`config.mk`:
```
export PLATFORM = sky130hd
export DESIGN_NAME = wdog_tick_guard
export DESIGN_NICKNAME = d
export VERILOG_FILES = /design/src/rtl/wdog_pkg.sv /design/src/rtl/wdog_ctrl_fsm.sv /design/src/rtl/wdog_tick_counter.sv /design/src/rtl/wdog_pulse_timer.sv /design/src/rtl/wdog_sticky_flag.sv /design/src/rtl/wdog_tick_guard.sv
export SDC_FILE = /design/constraint.sdc
export NUM_CORES = 1
export LEC_CHECK = 0
export ABC_AREA = 1
export BUFFER_PORTS_ARGS = -buffer_cell sky130_fd_sc_hd__buf_2
export CAP_MARGIN = 40
export CORE_ASPECT_RATIO = 1.4
export CORE_MARGIN = 3
export CORE_UTILIZATION = 45
export CTS_BUF_LIST = sky130_fd_sc_hd__clkbuf_2
export DETAILED_ROUTE_END_ITERATION = 10
export PLACE_DENSITY = 0.66
export SLEW_MARGIN = 0
export SYNTH_ARGS = -nofsm -noshare
export SYNTH_HDL_FRONTEND = slang
export SYNTH_HIERARCHICAL = 1
export SYNTH_SLANG_ARGS = --single-unit
```
`constraint.sdc`:
```
create_clock -name clk -period 8.76 [get_ports clk]
set_clock_uncertainty 0.1 [all_clocks]
set_input_delay 0.876 -clock clk [delete_from_list [all_inputs] [get_ports clk]]
set_output_delay 0.876 -clock clk [all_outputs]
set_load 0.05 [all_outputs]
```
`src/rtl/wdog_pkg.sv`:
```
package wdog_pkg;
    typedef enum logic [1:0] {
        WD_IDLE  = 2'd0,
        WD_ARMED = 2'd1,
        WD_FIRE  = 2'd2
    } wd_state_e;
endpackage

```
`src/rtl/wdog_ctrl_fsm.sv`:
```
module wdog_ctrl_fsm
    import wdog_pkg::*;
(
    input  logic      clk,
    input  logic      por_n,
    input  logic      tick,
    input  logic      wr_en,
    input  logic      wr_nonzero,
    input  logic      expire,
    input  logic      pulse_done,
    output wd_state_e state_o,
    output logic      accept_wr,
    output logic      load,
    output logic      dec,
    output logic      clear,
    output logic      fire_entry,
    output logic      rst_req
);
    wd_state_e state_q, state_d;

    always_comb begin
        accept_wr  = wr_en && (state_q != WD_FIRE);
        load       = accept_wr && wr_nonzero;
        dec        = tick && (state_q == WD_ARMED) && !accept_wr;
        fire_entry = (state_q == WD_ARMED) && !accept_wr && expire;
        clear      = (accept_wr && !wr_nonzero) || fire_entry;
    end

    always_comb begin
        state_d = state_q;
        unique case (state_q)
            WD_IDLE:  if (load) state_d = WD_ARMED;
            WD_ARMED: begin
                if (accept_wr)   state_d = wr_nonzero ? WD_ARMED : WD_IDLE;
                else if (expire) state_d = WD_FIRE;
            end
            WD_FIRE:  if (pulse_done) state_d = WD_IDLE;
            default:  state_d = WD_IDLE;
        endcase
    end

    always_ff @(posedge clk or negedge por_n) begin
        if (!por_n) state_q <= WD_IDLE;
        else        state_q <= state_d;
    end

    always_comb begin
        state_o = state_q;
        rst_req = (state_q == WD_FIRE);
    end

    // the pulse always hands back to IDLE when its timer finishes
    a_r6_release_to_idle: assert property (@(posedge clk) disable iff (!por_n)
        (state_q == WD_FIRE && pulse_done) |=> (state_q == WD_IDLE));
    // a timeout write has no effect while the pulse is high
    a_r7_fire_ignores_write: assert property (@(posedge clk) disable iff (!por_n)
        (state_q == WD_FIRE && wr_en) |-> !load);
endmodule

```
`src/rtl/wdog_tick_counter.sv`:
```
module wdog_tick_counter #(
    parameter int CNT_W = 32
) (
    input  logic             clk,
    input  logic             por_n,
    input  logic             load,
    input  logic [CNT_W-1:0] load_val,
    input  logic             clear,
    input  logic             dec,
    output logic             expire
);
    logic [CNT_W-1:0] cnt_q;

    always_ff @(posedge clk or negedge por_n) begin
        if (!por_n)     cnt_q <= '0;
        else if (load)  cnt_q <= load_val;
        else if (clear) cnt_q <= '0;
        else if (dec)   cnt_q <= cnt_q - 1'b1;
    end

    assign expire = dec && (cnt_q == CNT_W'(1));

    // the count is never decremented from zero while armed
    a_r3_no_underflow: assert property (@(posedge clk) disable iff (!por_n)
        dec |-> (cnt_q != '0));
endmodule

```
`src/rtl/wdog_pulse_timer.sv`:
```
module wdog_pulse_timer #(
    parameter int PULSE_CYCLES = 16
) (
    input  logic clk,
    input  logic por_n,
    input  logic start,
    input  logic run,
    output logic done
);
    localparam int PW_W = $clog2(PULSE_CYCLES + 1);
    logic [PW_W-1:0] pcnt_q;

    always_ff @(posedge clk or negedge por_n) begin
        if (!por_n)                    pcnt_q <= '0;
        else if (start)                pcnt_q <= PW_W'(PULSE_CYCLES - 1);
        else if (run && pcnt_q != '0)  pcnt_q <= pcnt_q - 1'b1;
    end

    assign done = run && (pcnt_q == '0);

    // a new pulse never starts while one is running
    a_r6_no_restart: assert property (@(posedge clk) disable iff (!por_n)
        start |-> !run);
endmodule

```
`src/rtl/wdog_sticky_flag.sv`:
```
module wdog_sticky_flag (
    input  logic clk,
    input  logic por_n,
    input  logic set,
    input  logic clr,
    output logic flag
);
    always_ff @(posedge clk or negedge por_n) begin
        if (!por_n)   flag <= 1'b0;
        else if (set) flag <= 1'b1;
        else if (clr) flag <= 1'b0;
    end

    // the flag only falls after an explicit clear request
    a_r10_clear_only: assert property (@(posedge clk) disable iff (!por_n)
        $fell(flag) |-> $past(clr));
endmodule

```
`src/rtl/wdog_tick_guard.sv`:
```
module wdog_tick_guard #(
    parameter int CNT_W        = 32,
    parameter int PULSE_CYCLES = 16
) (
    input  logic             clk,
    input  logic             por_n,
    input  logic             tick,
    input  logic             tmo_wr_en,
    input  logic [CNT_W-1:0] tmo_wr_data,
    output logic [CNT_W-1:0] tmo_rd_data,
    input  logic             flag_wr_en,
    input  logic             flag_wr_b31,
    output logic             board_rst_req,
    output logic             wdg_flag,
    output logic             wdt_status_n
);
    import wdog_pkg::*;

    wd_state_e state;
    logic accept_wr, load, dec, clear, fire_entry, expire, pulse_done;
    logic [CNT_W-1:0] tmo_q;

    wdog_ctrl_fsm u_fsm (
        .clk(clk), .por_n(por_n), .tick(tick), .wr_en(tmo_wr_en),
        .wr_nonzero(|tmo_wr_data), .expire(expire), .pulse_done(pulse_done),
        .state_o(state), .accept_wr(accept_wr), .load(load), .dec(dec),
        .clear(clear), .fire_entry(fire_entry), .rst_req(board_rst_req)
    );

    wdog_tick_counter #(.CNT_W(CNT_W)) u_cnt (
        .clk(clk), .por_n(por_n), .load(load), .load_val(tmo_wr_data),
        .clear(clear), .dec(dec), .expire(expire)
    );

    wdog_pulse_timer #(.PULSE_CYCLES(PULSE_CYCLES)) u_pulse (
        .clk(clk), .por_n(por_n), .start(fire_entry),
        .run(state == WD_FIRE), .done(pulse_done)
    );

    wdog_sticky_flag u_flag (
        .clk(clk), .por_n(por_n), .set(fire_entry),
        .clr(flag_wr_en && flag_wr_b31), .flag(wdg_flag)
    );

    always_ff @(posedge clk or negedge por_n) begin
        if (!por_n)          tmo_q <= '0;
        else if (fire_entry) tmo_q <= '0;
        else if (accept_wr)  tmo_q <= tmo_wr_data;
    end

    assign tmo_rd_data  = tmo_q;
    assign wdt_status_n = ~wdg_flag;

    // the flag is set whenever the reset request rises
    a_r8_flag_with_pulse: assert property (@(posedge clk) disable iff (!por_n)
        $rose(board_rst_req) |-> wdg_flag);
    // the status pin is low during the pulse
    a_r9_status_low_in_pulse: assert property (@(posedge clk) disable iff (!por_n)
        board_rst_req |-> !wdt_status_n);
    // the register reads zero once the pulse ends
    a_r7_cleared_after_fire: assert property (@(posedge clk) disable iff (!por_n)
        $fell(board_rst_req) |-> (tmo_rd_data == '0));
endmodule

```
==> impl_table.tex <==
\begin{tabular}{lr}
\hline
Metric & Value \\
\hline
\multicolumn{2}{l}{\textbf{Place}} \\
\quad Global placement routability congestion & 0.880 \\
\quad Cell area reported after detailed placement & 5090 um\^{}2 \\
\quad DP HPWL & 9.37 mm \\
\quad \# port buffers & 72 \\
\multicolumn{2}{l}{\textbf{Routing}} \\
\quad Drt pass-1 iters & 5 \\
\quad Final Routed Wirelength & 12.4 mm \\
\quad Number of remaining DRC errors & 0 \\
\quad Antenna-violating nets left & 0 \\
\quad Average vias per placed instance & 5.18 \\
\quad WL/cell & about 15 um \\
\quad Total via count after detailed routing & 4,308 \\
\quad DRC violation total after the first TritonRoute iteration & 260 \\
\multicolumn{2}{l}{\textbf{Final layout}} \\
\quad \# nets final & $\sim$730 \\
\quad Share of post-route cells with drive strength above 1 & 0.233 \\
\quad Post-route cell area & 5200 um\^{}2 \\
\quad Finished Core Util & 0.520 \\
\quad Area added between synthesis and finish & 11.4\% \\
\multicolumn{2}{l}{\textbf{Global routing}} \\
\quad Layer with the highest usage & met2 \\
\quad Antenna violations before repair & 1 \\
\quad Maximum number of pins on one net before global-route repair & 47 \\
\quad Met2 routing resource usage after global routing & 0.370 \\
\quad Routing usage on met1 & 0.267 \\
\quad Vias in the first global route & 4,047 \\
\quad Global Route met3 Usage & 0.0463 \\
\quad Overall track demand over capacity in global routing & 0.217 \\
\quad First-pass GRT wire length & slightly below 20 mm \\
\quad Final global-route overflow total & 0 \\
\multicolumn{2}{l}{\textbf{Worst setup path}} \\
\quad Worst-path cell with the longest stage delay & sky130\_fd\_sc\_hd\_\_nor3b\_1 \\
\quad Required time worst endpoint & 9060 ps \\
\quad Critical path type & flop to flop \\
\quad Type of element capturing the critical path & flop \\
\quad Worst path most repeated cell & sky130\_fd\_sc\_hd\_\_inv\_1 \\
\quad Arr. time, crit path & 4090 ps \\
\quad Startpoint class of the critical path & flop \\
\quad Ordered list of cells on the worst path & inv\_1, nand2\_1, nor3b\_1, inv\_1, nor2\_1, nand4\_1, nor4\_1, nand2\_2, inv\_1, or2\_1, buf\_4, o22ai\_2 \\
\quad Delay of the slowest cell on the worst path & 690 ps \\
\quad Worst Path Max Fanout & 20 \\
\multicolumn{2}{l}{\textbf{Status}} \\
\quad Run status & completed \\
\multicolumn{2}{l}{\textbf{Job}} \\
\quad Total of max-cap violations & 0 \\
\multicolumn{2}{l}{\textbf{Yosys}} \\
\quad Area leader, netlist & sky130\_fd\_sc\_hd\_\_dfrtp\_1 \\
\quad Syn nets & 664 \\
\quad Yosys Warn Count & 6 \\
\quad Area share of the leading cell type in the synthesized netlist & 0.386 \\
\quad Post-synthesis register bit count & a little over 70 \\
\quad Ranking of synthesized cells by area & sky130\_fd\_sc\_hd\_\_dfrtp\_1, sky130\_fd\_sc\_hd\_\_inv\_1, sky130\_fd\_sc\_hd\_\_nand2\_1 \\
\quad Synthesized netlist cell count & just over 600 \\
\quad Synthesized cell area & approximately 4700 um\^{}2 \\
\quad Yosys cell types & 37 \\
\quad Synth Area per Inst & 7.49 um\^{}2 \\
\quad Sequential share of the synthesized area & 0.386 \\
\multicolumn{2}{l}{\textbf{Min path}} \\
\quad Type of the most critical hold path & primary input to asynchronous set/reset pin \\
\multicolumn{2}{l}{\textbf{Die}} \\
\quad Area of the placeable core & $\sim$10,000 um\^{}2 \\
\quad IO Pins & 73 \\
\quad Starting utilization of the core area & 0.466 \\
\quad Height of the die & about 130 um \\
\quad Die outline width & between 90 and 100 um \\
\quad Die Area & 11,600 um\^{}2 \\
\quad Number of placement rows & 43 \\
\multicolumn{2}{l}{\textbf{STA}} \\
\quad Period Utilization, post-route & 0.432 \\
\quad Number of failing hold endpoints at the final stage & 0 \\
\quad Actual slew at the worst max-slew pin & 843 ps \\
\quad Normalized max-slew margin & 0.437 \\
\quad Unrepaired setup endpoints after global routing & no \\
\quad Final critical-path required period & $\sim$3800 ps \\
\quad Setup TNS & 0 ps \\
\quad Maximum clock frequency & 264 MHz \\
\quad Pins Over Slew Limit & 0 \\
\quad Final setup violation count & 0 \\
\multicolumn{2}{l}{\textbf{Clock tree}} \\
\quad Post-CTS Resized & 0 \\
\quad Clock Tree Buf Depth & 2 \\
\quad CTS Root Cell & sky130\_fd\_sc\_hd\_\_clkbuf\_2 \\
\quad Clock-pin slew of the registers on the worst-case setup and hold paths & 220 ps \\
\quad Clock sink total & 72 \\
\quad Hold-fix buffer count after cts & 0 \\
\quad \# Post-CTS Setup Buffers & 0 \\
\quad \# H-tree levels & 3 \\
\quad Clock tree from TritonCTS & done \\
\quad Number of clock buffers inserted by TritonCTS & 9 \\
\quad Clock insertion delay at the later pin of the skew report & around 520 ps \\
\multicolumn{2}{l}{\textbf{Pwr}} \\
\quad VDD IR-drop max & 0.000115 V \\
\quad Total power density per cell area & 171 nW/um\^{}2 \\
\quad Final total power & 0.000886 W \\
\quad LEAKAGE & 2.63 nW \\
\hline
\end{tabular}
==> layout make-up <==
class / instances / area (um^2)
Multi-Input combinational cell: 410 / 2240
Sequential cell: 72 / 1800
Clock inverter: 6 / 60.1
Clock buffer: 10 / 50.0
Tap cell: 135 / 169
Fill cell: 1011 / 4810
Inverter: 122 / 473
Antenna cell: 1 / 2.50
Timing Repair Buffer: 76 / 403
==> kinds of logic (layout without fill, tap and decap cells) <==
kind of cell               count (synthesis)  count (layout)  share of synthesized area
and+or+nand+nor                          289             289                      0.290
AOI/OAI and AO/OA                        118             118                      0.181
buffers and inverters                    141             214                      0.135
adders and majority gates                  3               3                    0.00804
DFF                                       72              72                      0.386
other                                      0               1                          0
==> layout by cell type, fill, tap and decap left out, types with 13 or more instances in the layout <==
cell | netlist | layout
sky130_fd_sc_hd__o21ai_0 | 13 | 13
sky130_fd_sc_hd__a22oi_1 | 14 | 14
sky130_fd_sc_hd__nor2_1 | 83 | 83
sky130_fd_sc_hd__o22ai_2 | 24 | 24
sky130_fd_sc_hd__nand2_1 | 108 | 108
sky130_fd_sc_hd__dfrtp_1 | 72 | 72
sky130_fd_sc_hd__buf_2 | 4 | 72
sky130_fd_sc_hd__inv_1 | 112 | 112
sky130_fd_sc_hd__nand3_1 | 54 | 54
sky130_fd_sc_hd__a21oi_1 | 50 | 50
==> critical path, delay by kind of cell, from the launching register on <==
family	cells	cell delay, ps
flops	1	450
buf+inv	4	900
compound gates	1	110
simple gates	7	2110
==> state kept, by name (all words and copies together), names as in the netlist <==
name            flops
u_pulse/pcnt_q      5
u_flag/flag         1
u_cnt/cnt_q        32
u_fsm/state_o       2
tmo_rd_data        32
==> final timing paths <==
path	slack, ps	endpoint	startpoint	cells past startpoint
setup / recovery	4970	tmo_rd_data[23]	u_fsm/state_o[1]	12
hold / removal	250	u_cnt/cnt_q[23]	por_n	2
max in group asynchronous	7750	tmo_rd_data[17]	por_n	3
hold reg to reg	420	u_flag/flag	u_flag/flag	2
setup reg to reg	4970	tmo_rd_data[23]	u_fsm/state_o[1]	12
min in group clk	420	u_flag/flag	u_flag/flag	2
==> per-layer routing <==
| metal | wire length (um) | vias up |
|---|---|---|
| met2 | 6300 | 113 |
| li1 | - | 2126 |
| met4 | 323 | 0 |
| met5 | 0 | - |
| met3 | 624 | 25 |
| met1 | 5150 | 2044 |
==> through the flow <==
step           setup WS (ps)  std cells  hold WS [ps]
2_1_floorplan           5410        623           352
3_3_place_gp            4710        814           370
3_5_place_dp            4530        815           382
4_1_cts                 4990        831           207
5_1_grt                 4700        832           224
6_report                4970        832           246
==> cell usage after synthesis, drive strengths merged <==
library cell	instances
a22oi	14
inv	120
o22ai	24
or2	3
nand4	4
o21bai	5
nor4	1
clkinv	2
nor3	2
o21ai	24
nor3b	1
nor2	99
a21oi	50
and2	2
o211ai	1
ha	3
nand3	56
dfrtp	72
nand2	121
buf	16
clkbuf	3
==> where the power goes <==
group          switching [W]  internal, W  total [W]
Clock               0.000124    0.0000657   0.000190
Sequential         0.0000452     0.000377   0.000423
Combinational       0.000185    0.0000894   0.000274
Total               0.000354     0.000532   0.000886
Note: power is estimated with default switching activity, not from simulation.
